### config.mk
export PLATFORM = sky130hd
export DESIGN_NAME = fs_inflight_tbl
export DESIGN_NICKNAME = d
export VERILOG_FILES = /design/src/rtl/fs_inflight_tbl.sv
export SDC_FILE = /design/constraint.sdc
export NUM_CORES = 1
export LEC_CHECK = 0
export ABC_CLOCK_PERIOD_IN_PS = 3950
export CAP_MARGIN = 20
export CORE_MARGIN = 8
export CORE_UTILIZATION = 51
export DETAILED_ROUTE_END_ITERATION = 10
export DONT_BUFFER_PORTS = 1
export GPL_TIMING_DRIVEN = 0
export MAX_ROUTING_LAYER = met4
export PLACE_DENSITY = 0.66
export RECOVER_POWER = 25
export SLEW_MARGIN = 20
export SYNTH_ARGS = -nofsm -noshare
export SYNTH_HDL_FRONTEND = slang
export SYNTH_SLANG_ARGS = --single-unit
export TNS_END_PERCENT = 10
### constraint.sdc
create_clock -name clk -period 3.95 [get_ports clk]
set_input_delay 0.5925 -clock clk [delete_from_list [all_inputs] [get_ports clk]]
set_output_delay 0.5925 -clock clk [all_outputs]
set_load 0.005 [all_outputs]
### src/rtl/fs_inflight_tbl.sv
`timescale 1ns/1ps
module fs_inflight_tbl #(
  parameter int unsigned ENTRIES = 8,
  parameter int unsigned ADDR_W  = 24,
  parameter int unsigned TAG_W   = $clog2(ENTRIES)
) (
  input  logic              clk,
  input  logic              rst,
  input  logic [ADDR_W-1:0] look_addr,
  output logic              hit,
  output logic              full,
  output logic [TAG_W-1:0]  alloc_tag,
  input  logic              alloc_en,
  input  logic              alloc_rd,
  input  logic [7:0]        alloc_exp,
  input  logic              free_en,
  input  logic [TAG_W-1:0]  free_tag,
  output logic              q_valid,
  output logic              q_rd,
  output logic [7:0]        q_exp,
  output logic [ADDR_W-1:0] q_addr
);

  logic [ENTRIES-1:0] valid_q;
  logic [ENTRIES-1:0] hit_vec;
  logic [ENTRIES-1:0] rd_q;
  logic [ADDR_W-1:0]  addr_q [ENTRIES];
  logic [7:0]         exp_q  [ENTRIES];

  for (genvar gi = 0; gi < int'(ENTRIES); gi++) begin : g_cmp
    assign hit_vec[gi] = valid_q[gi] && (addr_q[gi] == look_addr);
  end

  assign hit  = |hit_vec;
  assign full = &valid_q;

  always_comb begin
    alloc_tag = '0;
    for (int i = int'(ENTRIES) - 1; i >= 0; i--)
      if (!valid_q[i]) alloc_tag = TAG_W'(i);
  end

  always_ff @(posedge clk) begin
    for (int i = 0; i < int'(ENTRIES); i++) begin
      if (rst) begin
        valid_q[i] <= 1'b0;
      end else if (alloc_en && alloc_tag == TAG_W'(i)) begin
        valid_q[i] <= 1'b1;
      end else if (free_en && free_tag == TAG_W'(i)) begin
        valid_q[i] <= 1'b0;
      end
      if (alloc_en && alloc_tag == TAG_W'(i)) begin
        addr_q[i] <= look_addr;
        rd_q[i]   <= alloc_rd;
        exp_q[i]  <= alloc_exp;
      end
    end
  end

  assign q_valid = valid_q[free_tag];
  assign q_rd    = rd_q[free_tag];
  assign q_exp   = exp_q[free_tag];
  assign q_addr  = addr_q[free_tag];

  // the caller only allocates for a fresh address into a free slot
  a_r3_alloc_fresh: assert property (@(posedge clk) disable iff (rst)
    alloc_en |-> (!hit && !full));
  a_r3_single_outstanding: assert property (@(posedge clk) disable iff (rst)
    $countones(hit_vec) <= 1);

endmodule

==> impl_metrics.tcl, run 1 <==
set metrics [dict create \
    r2r_setup_slack_ps 1350 \
    routedWlPerCell_um 31.5 \
    gp_congestion 0.919 \
    finClkSkew_ps 6.73 \
    seq_area_frac_synth_pct 63.7 \
    peakVddDrop_mv 0.361 \
    port-buffer-count 0 \
    fillers 1871 \
    r2r-end "addr_q[6][2]" \
    first_pass_iters 7 \
    setup_viol 0 \
    synth_cells 742 \
    cts_tree "done" \
    max_stage_delay_ps 500 \
    yosysMostFrequentCell "edfxtp_1" \
    grt_pass1_vias 7166 \
    die_area_um2 30200 \
    grt_pass1_wl_um 51100 \
    yosysUniqueCellTypes 36 \
    holdWs_ps 142 \
    crit_start "addr_q[5][9]" \
    gr-total-overflow 0 \
    crit_cells 6 \
    finalCritPeriodShare_pct 78.5 \
    cap_violations 0 \
    async_flop_share_pct 0 \
    slew_headroom_pct 33.8 \
    clock_sinks 272 \
    crit_chain "xor2_1 -> nor4_1 -> nand3_1 -> nor3_1 -> nand4_1 -> nand4_1" \
    htree_levels 1 \
    postCtsHoldBufs 0 \
    worstSkewPairLatency_ps 540 \
    synth_top_area_share_pct 62.4 \
    clkTransAtPathRegs_ps 60 \
    worstPathMaxFanout 2 \
    pin_count 79 \
    hold_class "in2reg" \
    syn-cell-area_um2 12700 \
    r2r_cells 5 \
    max_slew.worst_pin.slew_ps 993 \
    drt-total-wl_um 35500 \
    synth_nets 782 \
    ys_ff_latch 272 \
    slowest_stage "nor4_1" \
    die_y_um 174 \
    rsz0062_at_grt "false" \
    drive_gt1_share_pct 25.1 \
    coreArea_um2 24400 \
    antenna_found_initial 0 \
    grt_usage_pct 24.0 \
    rows 57 \
    avgSynthCellArea_um2 17.1 \
    die_width_um 174 \
    required_ps 3360 \
    cts_buffers 29 \
    final_core_util_pct 58.5 \
    ys.flop_type "edfxtp_1" \
    hpwl_um 25800 \
    cp_top_family "simple AND/OR/NAND/NOR gates" \
    synth_edf_count 264 \
    fin_nets 823 \
    fmax_mhz 323 \
    synth_common_cells "264 x edfxtp_1, 120 x xor2_1, 72 x xnor2_1" \
    cts_root_buf "clkbuf_16" \
    area_growth_pct 12.3 \
    initial_core_util_pct 52.0 \
    final_cell_area_um2 14300 \
    placed_area_um2 13400 \
    insertedDiodeCount 0 \
    powerDensity_nw_per_um2 447 \
    yosys.area.top_type "edfxtp_1" \
    crit_top_cell "nand4_1" \
    via_per_inst 6.19 \
    status "finished clean" \
    path_buf_inv 0 \
    drt-initial-drc-count 832 \
    period_needed_ps 3100 \
    cts_setup_buffers 0 \
    ant_nets 0 \
    critical_path.endpoint_type "primary output" \
    route.detailed.drc 0 \
    grt_max_degree 22 \
    maxSlewViolCount 0 \
    synth_area_leaders "edfxtp_1 62%, mux4_2 12%, xor2_1 8.3%" \
    p_leak_nw 4.54 \
    finalHoldViolations 0 \
    ys_warn_count 0 \
    worstPathArrival_ps 2510 \
    r2r-start "valid_q[5]" \
    clock_path_buffers 3 \
    post_cts_resized 0 \
    num_vias 6991 \
    cp-start-kind "flip-flop" \
    worstSetupPathType "reg2out" \
    crit_end "hit" \
]
==> final cells by class <==
type	count	area, um2	share of cell area (%)
sequential	272	8090	56.7
buffer	45	250	1.75
clock buffer	35	748	5.25
timing repair buffer	10	230	1.61
inverter	8	30.0	0.211
clock inverter	18	161	1.13
tap	324	405	2.84
multi-input combinational	417	4350	30.5
==> where the power goes <==
part           total [mW]  internal (mW)  switching [mW]
Combinational       0.496          0.200           0.296
Clock                2.62           1.53            1.09
Sequential           3.25           3.22          0.0275
==> worst reg2reg max path: stages (launching register included) <==
cell      delay [ps]
dfxtp_1          580
nand3_1          150
a31oi_2          420
nand2b_1         270
nor2_4           600
buf_12           280
==> worst min-delay path by stage <==
stage | slack (ps) | depth (start not counted) | start | end
after floorplan | 500 | 2 | valid_q[1] | valid_q[1]
after global placement | 570 | 2 | valid_q[1] | valid_q[1]
after detailed placement | 620 | 2 | valid_q[7] | valid_q[7]
after CTS | 120 | 0 | alloc_exp[5] | exp_q[2][5]
after global routing | 120 | 0 | look_addr[6] | addr_q[7][6]
final | 140 | 0 | look_addr[23] | addr_q[0][23]
==> cells by family (layout without fill, tap and decap cells) <==
logic type,count (synthesis),count (layout),synth area share (%)
xor+xnor,192,192,13.2
simple gates,101,101,4.50
compound gates,22,22,1.25
mux,102,102,15.1
buf+inv,53,116,2.21
flops,272,272,63.7
==> per-layer routing <==
metal	wire, um	global-route usage [%]	vias up
li1	-	-	2958
met1	14800	31.6	3680
met2	16400	36.1	300
met3	3470	7.04	53
met4	841	6.16	0
met5	0	-	-
==> placed cells by master, fill, tap and decap left out, types with 10 or more instances in the layout <==
| master | Yosys | layout |
|---|---|---|
| edfxtp_1 | 264 | 264 |
| xor2_1 | 120 | 120 |
| xnor2_1 | 72 | 72 |
| mux4_2 | 68 | 68 |
| mux2_2 | 34 | 34 |
| nor4_1 | 30 | 30 |
| clkbuf_16 | 0 | 29 |
| buf_2 | 26 | 26 |
| nand4_1 | 21 | 21 |
| clkbuf_1 | 10 | 16 |
| nand3_1 | 14 | 14 |
| nor3_1 | 12 | 12 |
| clkinv_1 | 0 | 10 |
==> sequential cells by signal (all words and copies together) (netlist names) <==
register / cells
valid_q: 8
exp_q: 64
rd_q: 8
addr_q: 192
==> stage by stage <==
stage	TNS (ps)	setup slack [ps]	power (mW)	std cells
5_1_grt	0	724	6.55	1129
3_5_place_dp	0	1020	3.81	1076
4_1_cts	0	827	6.40	1129
3_3_place_gp	-88010	-953	3.79	1066
6_report	0	849	6.37	1129
2_1_floorplan	0	1100	3.63	742
Power figures use the tool's default switching activity.
==> run 2, diff against run 1 <==
ABC_AREA = 1   (was unset)
ABC_CLOCK_PERIOD_IN_PS = 2570   (was 3950)
PLACE_DENSITY = 0.69   (was 0.66)
clock period = 2.57 ns   (was 3.95 ns; I/O delays follow)
==> impl_metrics.tcl, run 2 <==
set metrics [dict create \
    syn-cell-area_um2 13400 \
    gr-total-overflow 0 \
    totalPowerFinal_mw 10.0 \
    die_width_um 178 \
    synthMuxAreaShare_pct 0 \
    slew_headroom_pct 19.3 \
    powerDensity_nw_per_um2 657 \
    setup_viol 9 \
    largest_reg_flops 192 \
    seq_area_frac_synth_pct 60.4 \
    num_vias 11400 \
    synth_xor_area_share_pct 2.88 \
    fillers 2250 \
    pre_cts_ws_ps 47.0 \
    htree_levels 1 \
    async_flop_share_pct 0 \
    antenna_found_initial 0 \
    max_stage_delay_ps 940 \
    grt_pass1_vias 10800 \
    synth_common_cells "502 x nand2_1, 264 x edfxtp_1, 181 x inv_1" \
    required_ps 2180 \
    drt-total-wl_um 54000 \
    finClkSkew_ps 15.1 \
    synth_fa_ha_area_share_pct 0 \
    clock_sinks 272 \
    p_leak_nw 6.05 \
    cts_tree "done" \
    rsz0062_at_grt "true" \
    gp_congestion 1.01 \
    status "finished, violations left" \
    via_per_inst 6.13 \
    cap_violations 0 \
    grt_pass1_wl_um 75500 \
    drive_gt1_share_pct 7.61 \
    max_slew.worst_pin.slew_ps 1210 \
    routedWlPerCell_um 29.0 \
    synth_area_leaders "edfxtp_1 59%, nand2_1 14%, inv_1 5.1%" \
    ys_ff_latch 272 \
    initial_core_util_pct 51.7 \
    period_needed_ps 2650 \
    hpwl_um 38000 \
    cts_buffers 29 \
    cp-start-kind "input pin" \
    critical_path.endpoint_type "primary output" \
    fin_nets 1545 \
    ant_nets 0 \
    port-buffer-count 0 \
    avgSynthCellArea_um2 9.35 \
    yosysUniqueCellTypes 32 \
    violations "setup timing" \
    worstPathMaxFanout 10 \
    final_core_util_pct 58.9 \
    fmax_mhz 378 \
    worstPathArrival_ps 2260 \
    ys_warn_count 0 \
    route.detailed.drc 0 \
    finalCritPeriodShare_pct 103 \
    synth_edf_count 264 \
    peakVddDrop_mv 0.615 \
    drt-initial-drc-count 1893 \
    pin_count 79 \
    rows 59 \
    yosysMostFrequentCell "nand2_1" \
    die_area_um2 31700 \
    final_cells 1860 \
    slowest_stage "clkbuf_1" \
    finalWorstSetupSlack_ps -76.2 \
    area_growth_pct 14.0 \
    grt_max_degree 23 \
    synth_nets 1473 \
    insertedDiodeCount 0 \
    finalHoldViolations 0 \
    largestRegisters "addr_q (192), exp_q (64)" \
    yosys.area.top_type "edfxtp_1" \
    ys.flop_type "edfxtp_1" \
    top_register "addr_q" \
    tns_ps -262 \
    hold_class "in2reg" \
    grt_usage_pct 35.1 \
    final_common_cell "nand2_1" \
    clock_path_buffers 3 \
    first_pass_iters 6 \
    synth-compound-area-share_pct 9.73 \
    synth_top_area_share_pct 59.2 \
    worstSkewPairLatency_ps 580 \
    maxSlewViolCount 0 \
    dp.cells 1776 \
    coreArea_um2 25900 \
    die_y_um 178 \
    final_cell_mix "501 x nand2_1, 264 x edfxtp_1, 173 x inv_1, 113 x nor2_1, 70 x o21ai_0" \
    clkTransAtPathRegs_ps 50 \
    worstSetupPathType "in2out" \
    cts_root_buf "clkbuf_16" \
    synth-simple-area-share_pct 19.6 \
    crit_chain "buf_2 -> inv_1 -> clkbuf_1 -> nand2_1 -> o21ai_1" \
    synth_top_family_by_area "simple AND/OR/NAND/NOR gates" \
    synth_cells 1433 \
]
run 2: final cells by class:
cell class	instances	area, um2	share of cell area, %
Timing Repair Buffer	41	498	3.26
Tap cell	335	419	2.75
Inverter	188	706	4.62
Clock inverter	17	154	1.01
Clock buffer	34	744	4.88
Multi-Input combinational cell	918	4370	28.6
Sequential cell	272	8090	53.0
Buffer	55	282	1.84
run 2: worst paths after layout:
path	to	slack (ps)	startpoint	depth (start not counted)
worst max-delay path	q_addr[7]	-80	free_tag[2]	5
worst min-delay path	valid_q[5]	170	free_en	3
worst max register to register	addr_q[1][18]	210	valid_q[6]	11
worst min register to register	valid_q[5]	570	valid_q[5]	2
run 2: what timing repair did:
action,CTS,global route
setup buffers,0,0
setup endpoints to repair,1,6
hold buffers,33,0
pin swaps,0,0
gates resized for setup,4,8
hold endpoints to repair,264,0
run 2: critical path: cells and delay by family:
| family | cells | cell delay [ps] |
|---|---|---|
| AO/OA/AOI/OAI | 1 | 220 |
| buffers and inverters | 3 | 1490 |
| AND/OR/NAND/NOR | 1 | 160 |
run 2: per-stage QoR:
| stage | instance area (um2) | hold slack [ps] |
|---|---|---|
| final | 15300 | 170 |
| after global routing | 15300 | 202 |
| after CTS | 15200 | 165 |
| after detailed placement | 14000 | 485 |
| after global placement | 13800 | 485 |
| after floorplan | 13400 | 482 |
run 2: cells by family (layout without fill, tap and decap cells):
family                 count (synthesis)  after routing
flip-flops                           272            272
XOR/XNOR                              44             44
AND/OR/NAND/NOR                      671            671
AO/OA/AOI/OAI                        203            203
buffers and inverters                243            335
run 2: per-layer routing:
layer | share of wire (%) | GRT usage (%) | vias to the layer above
met5 | 0 | - | -
met4 | 5.5 | 17.3 | 0
met3 | 12 | 7.49 | 172
met2 | 44 | 51.6 | 840
met1 | 39 | 45.7 | 5434
li1 | - | - | 4948
run 2: power by group:
part / switching, mW / internal [mW] / total (mW)
combinational: 0.717 / 0.262 / 0.979
sequential: 0.0472 / 4.95 / 5.00
clock: 1.79 / 2.27 / 4.06
